`src/rtl/cbf_pkg.sv`:
```
// Package: shared class and condition encodings for the fusion detector.
// Assumes 3-bit class and 4-bit condition fields in every decoded record.
package cbf_pkg;
    localparam int CLS_W  = 3;
    localparam int COND_W = 4;

    localparam logic [CLS_W-1:0] CLS_ALU   = 3'd0;
    localparam logic [CLS_W-1:0] CLS_CMP   = 3'd1;
    localparam logic [CLS_W-1:0] CLS_JCC   = 3'd2;
    localparam logic [CLS_W-1:0] CLS_MEM   = 3'd3;
    localparam logic [CLS_W-1:0] CLS_JMP   = 3'd4;
    localparam logic [CLS_W-1:0] CLS_FUSED = 3'd5;

    localparam logic [COND_W-1:0] CC_OVF  = 4'd0;
    localparam logic [COND_W-1:0] CC_NOVF = 4'd1;
    localparam logic [COND_W-1:0] CC_BLW  = 4'd2;
    localparam logic [COND_W-1:0] CC_AEQ  = 4'd3;
    localparam logic [COND_W-1:0] CC_EQ   = 4'd4;
    localparam logic [COND_W-1:0] CC_NE   = 4'd5;
    localparam logic [COND_W-1:0] CC_BEQ  = 4'd6;
    localparam logic [COND_W-1:0] CC_ABV  = 4'd7;
    localparam logic [COND_W-1:0] CC_LT   = 4'd12;
    localparam logic [COND_W-1:0] CC_GE   = 4'd13;
    localparam logic [COND_W-1:0] CC_LE   = 4'd14;
    localparam logic [COND_W-1:0] CC_GT   = 4'd15;
endpackage

```
`src/rtl/cbf_cond_qual.sv`:
```
// Module: decides whether a jump condition code may join a compare.
// Assumes aliased mnemonics already share one code, so one code per test.
module cbf_cond_qual
    import cbf_pkg::*;
#(
    parameter bit ALLOW_SIGNED = 1'b1
) (
    input  logic [COND_W-1:0] cond,
    output logic              fusable
);
    logic basic_ok;
    logic signed_ok;

    // Equality and unsigned conditions that always qualify.
    always_comb begin
        case (cond)
            CC_BLW, CC_AEQ, CC_EQ, CC_NE, CC_BEQ, CC_ABV: basic_ok = 1'b1;
            default:                                      basic_ok = 1'b0;
        endcase
    end

    generate
        if (ALLOW_SIGNED) begin : g_signed
            // Signed magnitude conditions qualify in this variant.
            always_comb begin
                case (cond)
                    CC_LT, CC_GE, CC_LE, CC_GT: signed_ok = 1'b1;
                    default:                    signed_ok = 1'b0;
                endcase
            end
        end else begin : g_nosigned
            assign signed_ok = 1'b0;
        end
    endgenerate

    assign fusable = basic_ok | signed_ok;
endmodule

```
`src/rtl/cbf_pair_merge.sv`:
```
// Module: combinational merge of two decoded slots into one or two micro-ops.
// Assumes slot 0 is older than slot 1; outputs stay in that order.
module cbf_pair_merge
    import cbf_pkg::*;
#(
    parameter int REG_W        = 5,
    parameter int TGT_W        = 16,
    parameter bit ALLOW_SIGNED = 1'b1,
    parameter bit FUSE_IN_64   = 1'b1,
    localparam int REC_W       = CLS_W + COND_W + 2*REG_W + TGT_W
) (
    input  logic             mode_64,
    input  logic             v0,
    input  logic [REC_W-1:0] rec0,
    input  logic             v1,
    input  logic [REC_W-1:0] rec1,
    output logic             any_valid,
    output logic [1:0]       n_count,
    output logic [REC_W-1:0] o0,
    output logic [REC_W-1:0] o1
);
    localparam int CLS_LO  = REC_W - CLS_W;
    localparam int COND_LO = CLS_LO - COND_W;
    localparam int TGT_HI  = TGT_W - 1;

    logic [CLS_W-1:0]  cls0, cls1;
    logic [COND_W-1:0] cond1;
    logic              cond_ok;
    logic              mode_ok;
    logic              fuse;

    assign cls0  = rec0[REC_W-1:CLS_LO];
    assign cls1  = rec1[REC_W-1:CLS_LO];
    assign cond1 = rec1[CLS_LO-1:COND_LO];

    cbf_cond_qual #(.ALLOW_SIGNED(ALLOW_SIGNED)) u_qual (
        .cond    (cond1),
        .fusable (cond_ok)
    );

    // Fusion is allowed in 32-bit mode always, in 64-bit mode per parameter.
    assign mode_ok = mode_64 ? FUSE_IN_64 : 1'b1;
    assign fuse    = v0 && v1 && (cls0 == CLS_CMP) && (cls1 == CLS_JCC)
                     && cond_ok && mode_ok;
    assign any_valid = v0 | v1;

    // Select fused, pass-through or compacted single micro-op.
    always_comb begin
        o0      = '0;
        o1      = '0;
        n_count = 2'd0;
        if (fuse) begin
            o0      = {CLS_FUSED, cond1, rec0[COND_LO-1:TGT_W], rec1[TGT_HI:0]};
            n_count = 2'd1;
        end else if (v0 && v1) begin
            o0      = rec0;
            o1      = rec1;
            n_count = 2'd2;
        end else if (v0) begin
            o0      = rec0;
            n_count = 2'd1;
        end else if (v1) begin
            o0      = rec1;
            n_count = 2'd1;
        end
    end
endmodule

```
`src/rtl/cbf_out_reg.sv`:
```
// Module: one-entry output register with valid/ready towards the queue.
// Assumes the downstream consumer samples when out_valid and out_ready are high.
module cbf_out_reg #(
    parameter int DW = 8
) (
    input  logic          clk,
    input  logic          rst_n,
    input  logic          any_valid,
    input  logic [1:0]    n_count,
    input  logic [DW-1:0] n_data,
    input  logic          out_ready,
    output logic          in_ready,
    output logic          out_valid,
    output logic [1:0]    out_count,
    output logic [DW-1:0] out_data
);
    // The stage can take new data when empty or being drained.
    assign in_ready = !out_valid || out_ready;

    // Load the merged result whenever the stage can take it.
    always_ff @(posedge clk) begin
        if (!rst_n) begin
            out_valid <= 1'b0;
            out_count <= 2'd0;
            out_data  <= '0;
        end else if (in_ready) begin
            out_valid <= any_valid;
            out_count <= any_valid ? n_count : 2'd0;
            out_data  <= any_valid ? n_data : '0;
        end
    end
endmodule

```
`src/rtl/cmp_branch_fuser.sv`:
```
// Module: top of the compare-and-branch fusion detector.
// Assumes both slots are presented together and accepted only when in_ready.
module cmp_branch_fuser
    import cbf_pkg::*;
#(
    parameter int REG_W        = 5,
    parameter int TGT_W        = 16,
    parameter bit ALLOW_SIGNED = 1'b1,
    parameter bit FUSE_IN_64   = 1'b1
) (
    input  logic              clk,
    input  logic              rst_n,
    input  logic              mode_64,
    input  logic              in0_valid,
    input  logic [CLS_W-1:0]  in0_cls,
    input  logic [COND_W-1:0] in0_cond,
    input  logic [REG_W-1:0]  in0_src_a,
    input  logic [REG_W-1:0]  in0_src_b,
    input  logic [TGT_W-1:0]  in0_target,
    input  logic              in1_valid,
    input  logic [CLS_W-1:0]  in1_cls,
    input  logic [COND_W-1:0] in1_cond,
    input  logic [REG_W-1:0]  in1_src_a,
    input  logic [REG_W-1:0]  in1_src_b,
    input  logic [TGT_W-1:0]  in1_target,
    output logic              in_ready,
    input  logic              out_ready,
    output logic              out_valid,
    output logic [1:0]        out_count,
    output logic [CLS_W-1:0]  out0_cls,
    output logic [COND_W-1:0] out0_cond,
    output logic [REG_W-1:0]  out0_src_a,
    output logic [REG_W-1:0]  out0_src_b,
    output logic [TGT_W-1:0]  out0_target,
    output logic [CLS_W-1:0]  out1_cls,
    output logic [COND_W-1:0] out1_cond,
    output logic [REG_W-1:0]  out1_src_a,
    output logic [REG_W-1:0]  out1_src_b,
    output logic [TGT_W-1:0]  out1_target
);
    localparam int REC_W = CLS_W + COND_W + 2*REG_W + TGT_W;

    logic [REC_W-1:0]   rec0, rec1, m0, m1;
    logic [2*REC_W-1:0] q_data;
    logic               any_valid;
    logic [1:0]         n_count;

    assign rec0 = {in0_cls, in0_cond, in0_src_a, in0_src_b, in0_target};
    assign rec1 = {in1_cls, in1_cond, in1_src_a, in1_src_b, in1_target};

    cbf_pair_merge #(
        .REG_W(REG_W), .TGT_W(TGT_W),
        .ALLOW_SIGNED(ALLOW_SIGNED), .FUSE_IN_64(FUSE_IN_64)
    ) u_merge (
        .mode_64   (mode_64),
        .v0        (in0_valid),
        .rec0      (rec0),
        .v1        (in1_valid),
        .rec1      (rec1),
        .any_valid (any_valid),
        .n_count   (n_count),
        .o0        (m0),
        .o1        (m1)
    );

    cbf_out_reg #(.DW(2*REC_W)) u_oreg (
        .clk       (clk),
        .rst_n     (rst_n),
        .any_valid (any_valid),
        .n_count   (n_count),
        .n_data    ({m0, m1}),
        .out_ready (out_ready),
        .in_ready  (in_ready),
        .out_valid (out_valid),
        .out_count (out_count),
        .out_data  (q_data)
    );

    assign {out0_cls, out0_cond, out0_src_a, out0_src_b, out0_target,
            out1_cls, out1_cond, out1_src_a, out1_src_b, out1_target} = q_data;
endmodule

```
`config.mk`:
```
export PLATFORM = sky130hd
export DESIGN_NAME = cmp_branch_fuser
export DESIGN_NICKNAME = d
export VERILOG_FILES = /design/src/rtl/cbf_pkg.sv /design/src/rtl/cbf_cond_qual.sv /design/src/rtl/cbf_pair_merge.sv /design/src/rtl/cbf_out_reg.sv /design/src/rtl/cmp_branch_fuser.sv
export SDC_FILE = /design/constraint.sdc
export NUM_CORES = 1
export LEC_CHECK = 0
export ABC_AREA = 1
export CORE_UTILIZATION = 42
export DETAILED_ROUTE_END_ITERATION = 6
export HOLD_SLACK_MARGIN = 0.08
export PLACE_DENSITY = 0.8
export SLEW_MARGIN = 15
export SYNTH_ARGS = -nofsm -noshare
export SYNTH_HDL_FRONTEND = slang
export SYNTH_SLANG_ARGS = --single-unit
export TNS_END_PERCENT = 100
```
`constraint.sdc`:
```
create_clock -name clk -period 1.4 [get_ports clk]
set_input_delay 0.14 -clock clk [delete_from_list [all_inputs] [get_ports clk]]
set_output_delay 0.14 -clock clk [all_outputs]
set_load 0.02 [all_outputs]
```
Word-level counts from Yosys, hierarchy flattened
Index checks and enable logic that the tools add are counted.
{"block": "word_totals", "register_bits": 69, "in_bits": 72, "output_inout_bits": 70, "elab_cells": 39}
{"block": "classes", "eq_ne": 12, "muxes": 14, "bitwise_logic": 2, "n_reduce_logical": 8}
{"op": "$mux W33", "count": 6}
{"op": "$mux W66", "count": 1}
{"op": "$eq A4 B3 Y1 const B", "count": 4}
{"op": "$eq A4 B4 Y1 const B", "count": 4}
{"op": "$eq A4 B2 Y1 const B", "count": 2}
{"op": "$mux W2", "count": 4}
{"op": "$reduce_or A6 Y1", "count": 1}
{"op": "$logic_and A1 B1 Y1", "count": 4}
{"op": "$reduce_or A4 Y1", "count": 1}
{"op": "$eq A3 B1 Y1 const B", "count": 1}
{"op": "$eq A3 B2 Y1 const B", "count": 1}
{"op": "$mux W1", "count": 3}
{"op": "$or A1 B1 Y1", "count": 2}
{"op": "$logic_not A1 Y1", "count": 1}
{"op": "$logic_or A1 B1 Y1", "count": 1}

Longest topological paths before layout
{"block": "depth", "ltp_word": 7, "ltp_mapped": 8}

Cells and area by module
Synthesis repeated with hierarchy kept, for this count alone.
{"block": "unflattened", "hier_cells": 661, "hier_area_um2": 3838.7}
{"module": "cbf_out_reg", "n_inst": 1, "cells_each": 471, "area_per_inst_um2": 2944.1}
{"module": "cbf_pair_merge", "n_inst": 1, "cells_each": 186, "area_per_inst_um2": 879.6}
{"module": "cbf_cond_qual", "n_inst": 1, "cells_each": 4, "area_per_inst_um2": 15.0}

Least setup slack after synthesis
OpenSTA, ideal clock, no wires.
{"block": "synth_path", "path_kind": "register to register", "startpoint": "register u_oreg.out_valid", "endpoint": "register u_oreg.out_data[51]", "arrival_time_ns": 1.319, "setup_slack_ns": -0.052, "stages_incl_launch_ff": 8, "n_path_buf": 2, "path_cell_list": "dfxtp_1 -> inv_1 -> nor2_1 -> inv_1 -> buf_2 -> buf_2 -> nand2_1 -> a21oi_1"}
{"block": "synth_between", "elab_chain_len": 2}
{"item": "start: declaration", "line": "cbf_out_reg.sv:13", "source": "output logic out_valid,"}
{"item": "start signal: assignment", "line": "cbf_out_reg.sv:27", "source": "out_valid <= any_valid;"}
{"item": "$logic_not A1 Y1", "line": "cbf_out_reg.sv:18", "source": "assign in_ready = !out_valid || out_ready;"}
{"item": "$logic_or A1 B1 Y1", "line": "cbf_out_reg.sv:18"}
{"item": "via in_ready", "line": "cmp_branch_fuser.sv:26", "source": "output logic in_ready,"}
{"item": "end signal: assignment", "line": "cbf_out_reg.sv:29", "source": "out_data <= any_valid ? n_data : '0;"}
{"item": "end: declaration", "line": "cbf_out_reg.sv:15", "source": "output logic [DW-1:0] out_data"}
The timed path passes the listed nets, and every way through them passes these cells.
A chain may end at the register's enable or synchronous reset.

Worst setup path after layout
{"block": "layout_path", "startpoint": "register u_oreg.out_valid", "endpoint": "output in_ready"}
{"block": "layout_between", "elab_chain_len": 2}
{"item": "$logic_not A1 Y1", "line": "cbf_out_reg.sv:18"}
{"item": "$logic_or A1 B1 Y1", "line": "cbf_out_reg.sv:18"}
{"item": "end: declaration", "line": "cmp_branch_fuser.sv:26"}
Every way passes these cells.

==> flow_results.xml <==
<?xml version="1.0" encoding="UTF-8"?>
<metrics>
  <group name="timing">
    <metric name="fin_crit_period" unit="ns">1.34</metric>
    <metric name="worst_pin_slew" unit="ns">0.463</metric>
    <metric name="hold_violations" unit="">0</metric>
    <metric name="rsz0062_at_grt" unit="">no</metric>
    <metric name="skew" unit="ns">0.00518</metric>
    <metric name="totalNegativeSetupSlack" unit="ns">0</metric>
    <metric name="final-setup-viol-count" unit="">0</metric>
    <metric name="slew_headroom" unit="%">69.1</metric>
    <metric name="fmax" unit="GHz">0.745</metric>
    <metric name="final.setup.worst_slack" unit="ns">0.0578</metric>
    <metric name="timing.final.max_slew_violations" unit="">0</metric>
    <metric name="final_min_period_over_clock_period" unit="%">95.9</metric>
  </group>
  <group name="logic_synthesis">
    <metric name="synth_async_sr_flop_share" unit="%">0</metric>
    <metric name="yosys.cell_count.top_type" unit="">nand2_1</metric>
    <metric name="post_synthesis_sequential_element_count" unit="">69</metric>
    <metric name="synth_common_cells" unit="">nand2_1, a21oi_1, dfxtp_1, nand4_1, o21ai_0</metric>
    <metric name="proportion_of_synthesized_chip_area_in_sequential_cells" unit="%">42.8</metric>
    <metric name="post_synthesis_cell_type_with_the_largest_combined_area" unit="">dfxtp_1</metric>
    <metric name="post_synth_inst_count" unit="">455</metric>
    <metric name="syn_avg_cell_area" unit="sq um">7.09</metric>
    <metric name="ys.warnings.count" unit="">0</metric>
    <metric name="synth_edf_count" unit="">0</metric>
    <metric name="syn-cell-area" unit="sq um">3230</metric>
    <metric name="synth_top_cells_by_area" unit="">dfxtp_1, nand2_1, a21oi_1, nand4_1, o21ai_0</metric>
    <metric name="synth_largest_type_area_fraction" unit="%">42.8</metric>
    <metric name="syn-num-nets" unit="">527</metric>
    <metric name="synth_cell_type_count" unit="">20</metric>
    <metric name="ys_dominant_reg_cell" unit="">dfxtp_1</metric>
  </group>
  <group name="clock_tree">
    <metric name="clock-sinks" unit="">69</metric>
    <metric name="cts.repair_timing.setup_buffer_count" unit="">0</metric>
    <metric name="htree_levels" unit="">3</metric>
    <metric name="clk_transition_reported_paths" unit="ns">0.07</metric>
    <metric name="insertion_delay" unit="ns">0.35</metric>
    <metric name="tritoncts" unit="">yes</metric>
    <metric name="tritoncts.num_buffers" unit="">9</metric>
    <metric name="cts_hold_repair.buffers" unit="">0</metric>
    <metric name="clockRootBuffer" unit="">clkbuf_8</metric>
    <metric name="ctsLongestPathBuffers" unit="">2</metric>
  </group>
  <group name="worst_setup_path">
    <metric name="count_of_cells_along_the_worst_register_to_register_path" unit="">6</metric>
    <metric name="capturing_instance_or_port_of_the_critical_path" unit="">in_ready</metric>
    <metric name="worst_r2r_startpoint" unit="">u_oreg.out_valid</metric>
    <metric name="setup.worst_path.class" unit="">register to primary output</metric>
    <metric name="cp.required" unit="ns">1.26</metric>
    <metric name="crit_fanout" unit="">3</metric>
    <metric name="critPathCaptureType" unit="">primary output</metric>
    <metric name="critPathArrivalTime" unit="ns">1.20</metric>
    <metric name="critical_path.cell_chain" unit="">inv_1, nor2_4, inv_2, clkdlybuf4s15_1</metric>
    <metric name="critical-path-slowest-cell" unit="">dfxtp_1</metric>
    <metric name="r2r_slack" unit="ns">0.16</metric>
    <metric name="timing.critical_path.from_type" unit="">register</metric>
    <metric name="critical_path.max_stage_delay" unit="ns">0.35</metric>
    <metric name="setup.worst_path.start" unit="">u_oreg.out_valid</metric>
    <metric name="rr_endpoint" unit="">u_oreg.out_data[57]</metric>
  </group>
  <group name="placement">
    <metric name="io_buffer_count" unit="">140</metric>
    <metric name="pre_cts_slack" unit="ns">-0.353</metric>
    <metric name="dp_hpwl" unit="um">7180</metric>
    <metric name="globalplace.congestion" unit="">0.782</metric>
    <metric name="place_inst" unit="">679</metric>
  </group>
  <group name="global_route">
    <metric name="groute.usage.overall" unit="%">26.8</metric>
    <metric name="grt_overflow" unit="">0</metric>
    <metric name="vias_in_the_first_global_route" unit="">3443</metric>
    <metric name="number_of_antenna_violations_at_the_first_check_in_global_routing" unit="">0</metric>
    <metric name="maximum_number_of_pins_on_one_net_before_global_route_repair" unit="">47</metric>
    <metric name="grt_first_pass_wirelength" unit="um">16400</metric>
  </group>
  <group name="floorplan">
    <metric name="die_w" unit="um">89.7</metric>
    <metric name="die-area" unit="sq um">8040</metric>
    <metric name="floorplan.die.height" unit="um">89.7</metric>
    <metric name="placement_rows" unit="">31</metric>
    <metric name="ioPinCount" unit="">142</metric>
    <metric name="floorplan.core_area" unit="sq um">7330</metric>
    <metric name="initial_core_util" unit="%">44.0</metric>
  </group>
  <group name="drt">
    <metric name="post_detailed_route_via_to_cell_ratio" unit="">5.45</metric>
    <metric name="route.met2.wl" unit="um">5270</metric>
    <metric name="drcViolationCount" unit="">0</metric>
    <metric name="wl_met3" unit="um">708</metric>
    <metric name="detailedRoute.firstIterationViolations" unit="">229</metric>
    <metric name="drtAntennaViolNets" unit="">0</metric>
    <metric name="vias" unit="">3785</metric>
    <metric name="dr.max_layer_used" unit="">met4</metric>
    <metric name="drt-wirelength-per-cell" unit="um">15.4</metric>
    <metric name="met1_length" unit="um">4490</metric>
    <metric name="dr.pass1.iters" unit="">5</metric>
    <metric name="totalWireLength" unit="um">10700</metric>
  </group>
  <group name="status">
    <metric name="status" unit="">finished clean</metric>
  </group>
  <group name="layout">
    <metric name="nNetsFinal" unit="">663</metric>
    <metric name="fin_cells" unit="">695</metric>
    <metric name="num_antenna_cells" unit="">0</metric>
    <metric name="area_delta_synth_final" unit="%">56.0</metric>
    <metric name="layout-drive-gt1-share" unit="%">8.72</metric>
  </group>
  <group name="power_and_ir_drop">
    <metric name="leakage_component_of_the_power" unit="uW">0.00226</metric>
    <metric name="power.total" unit="uW">5220</metric>
    <metric name="power-per-cell-area" unit="nW/um^2">1040</metric>
    <metric name="vdd_drop_max" unit="mV">0.637</metric>
  </group>
  <group name="job">
    <metric name="max_cap_violations" unit="">0</metric>
  </group>
  <group name="min_path">
    <metric name="timing.hold.worst.class" unit="">primary input to register</metric>
  </group>
</metrics>
[metrics by stage]
stage	cell area, sq um	utilization, %	hold slack [ns]
6_report	5040	68.7	0.408
5_1_grt	5040	68.7	0.417
4_1_cts	5030	68.6	0.399
3_5_place_dp	4850	66.2	0.454
3_3_place_gp	4850	66.2	0.451
2_1_floorplan	3230	-	0.301
[worst min path at each step]
stage	start	to	slack, ns	depth (start not counted)
2_1_floorplan	in1_cls[0]	u_oreg.out_data[30]	0.30	2
3_3_place_gp	u_oreg.out_data[35]	u_oreg.out_data[35]	0.45	2
3_5_place_dp	u_oreg.out_data[53]	u_oreg.out_data[53]	0.45	2
4_1_cts	in1_src_b[2]	u_oreg.out_data[18]	0.40	3
5_1_grt	in1_src_b[2]	u_oreg.out_data[18]	0.42	3
6_report	in1_src_b[2]	u_oreg.out_data[18]	0.41	3
[cell families (layout without fill, tap and decap cells)]
| kind of cell | count (synthesis) | count (layout) | share of synthesized area [%] |
|---|---|---|---|
| buffers and inverters | 73 | 214 | 9.11 |
| AOI/OAI and AO/OA | 123 | 123 | 20.4 |
| and+or+nand+nor | 190 | 190 | 27.7 |
| DFF | 69 | 69 | 42.8 |
[repair_timing]
| item | 4_1_cts | 5_1_grt |
|---|---|---|
| cloned | 0 | 0 |
| resized for setup | 71 | 3 |
| setup endpoints to repair | 71 | 2 |
[critical path: cells and delay by family, from the launching register on]
family / cells / cell delay (ns)
DFF: 1 / 0.35
and+or+nand+nor: 1 / 0.10
buffers and inverters: 3 / 0.41
[state kept, by name, indices dropped and copies added, names as in the netlist]
signal            count
u_oreg.out_valid      1
u_oreg.out_data      66
u_oreg.out_count      2
[per-layer routing]
| layer | track usage, % | vias to the layer above |
|---|---|---|
| met5 | 0 | - |
| met4 | 12.4 | 0 |
| met3 | 5.39 | 19 |
| met2 | 44.8 | 166 |
| met1 | 33.1 | 1760 |
| li1 | - | 1840 |
[cell type report]
cell class	count	area [sq um]
tap	99	124
clock inverter	7	138
clock buffer	9	124
fill	612	2290
sequential	69	1380
inverter	30	113
multi-input combinational	313	1560
timing repair buffer	168	1600
[power by group]
part	total [uW]	switching (uW)	leakage [uW]	internal (uW)
combinational	984	536	0.00156	448
clock	2120	767	0.000129	1360
sequential	2110	48.9	0.000566	2060
[cell usage in the layout, fill, tap and decap left out, types with 2 or more instances in the layout]
master | netlist | routed
a21oi_1 | 69 | 69
buf_4 | 0 | 21
clkbuf_8 | 0 | 9
dfxtp_1 | 69 | 69
nor2_2 | 1 | 2
buf_6 | 0 | 2
nand3_1 | 23 | 23
nand4_1 | 51 | 51
nand2_1 | 111 | 111
clkinv_2 | 0 | 2
a22o_1 | 10 | 10
inv_1 | 27 | 26
bufinv_16 | 0 | 4
nor2_4 | 1 | 2
inv_2 | 1 | 3
buf_12 | 0 | 5
dlygate4sd2_1 | 0 | 69
clkdlybuf4s50_1 | 0 | 70
o21ai_0 | 41 | 41
Note: power is estimated with default switching activity, not from simulation.
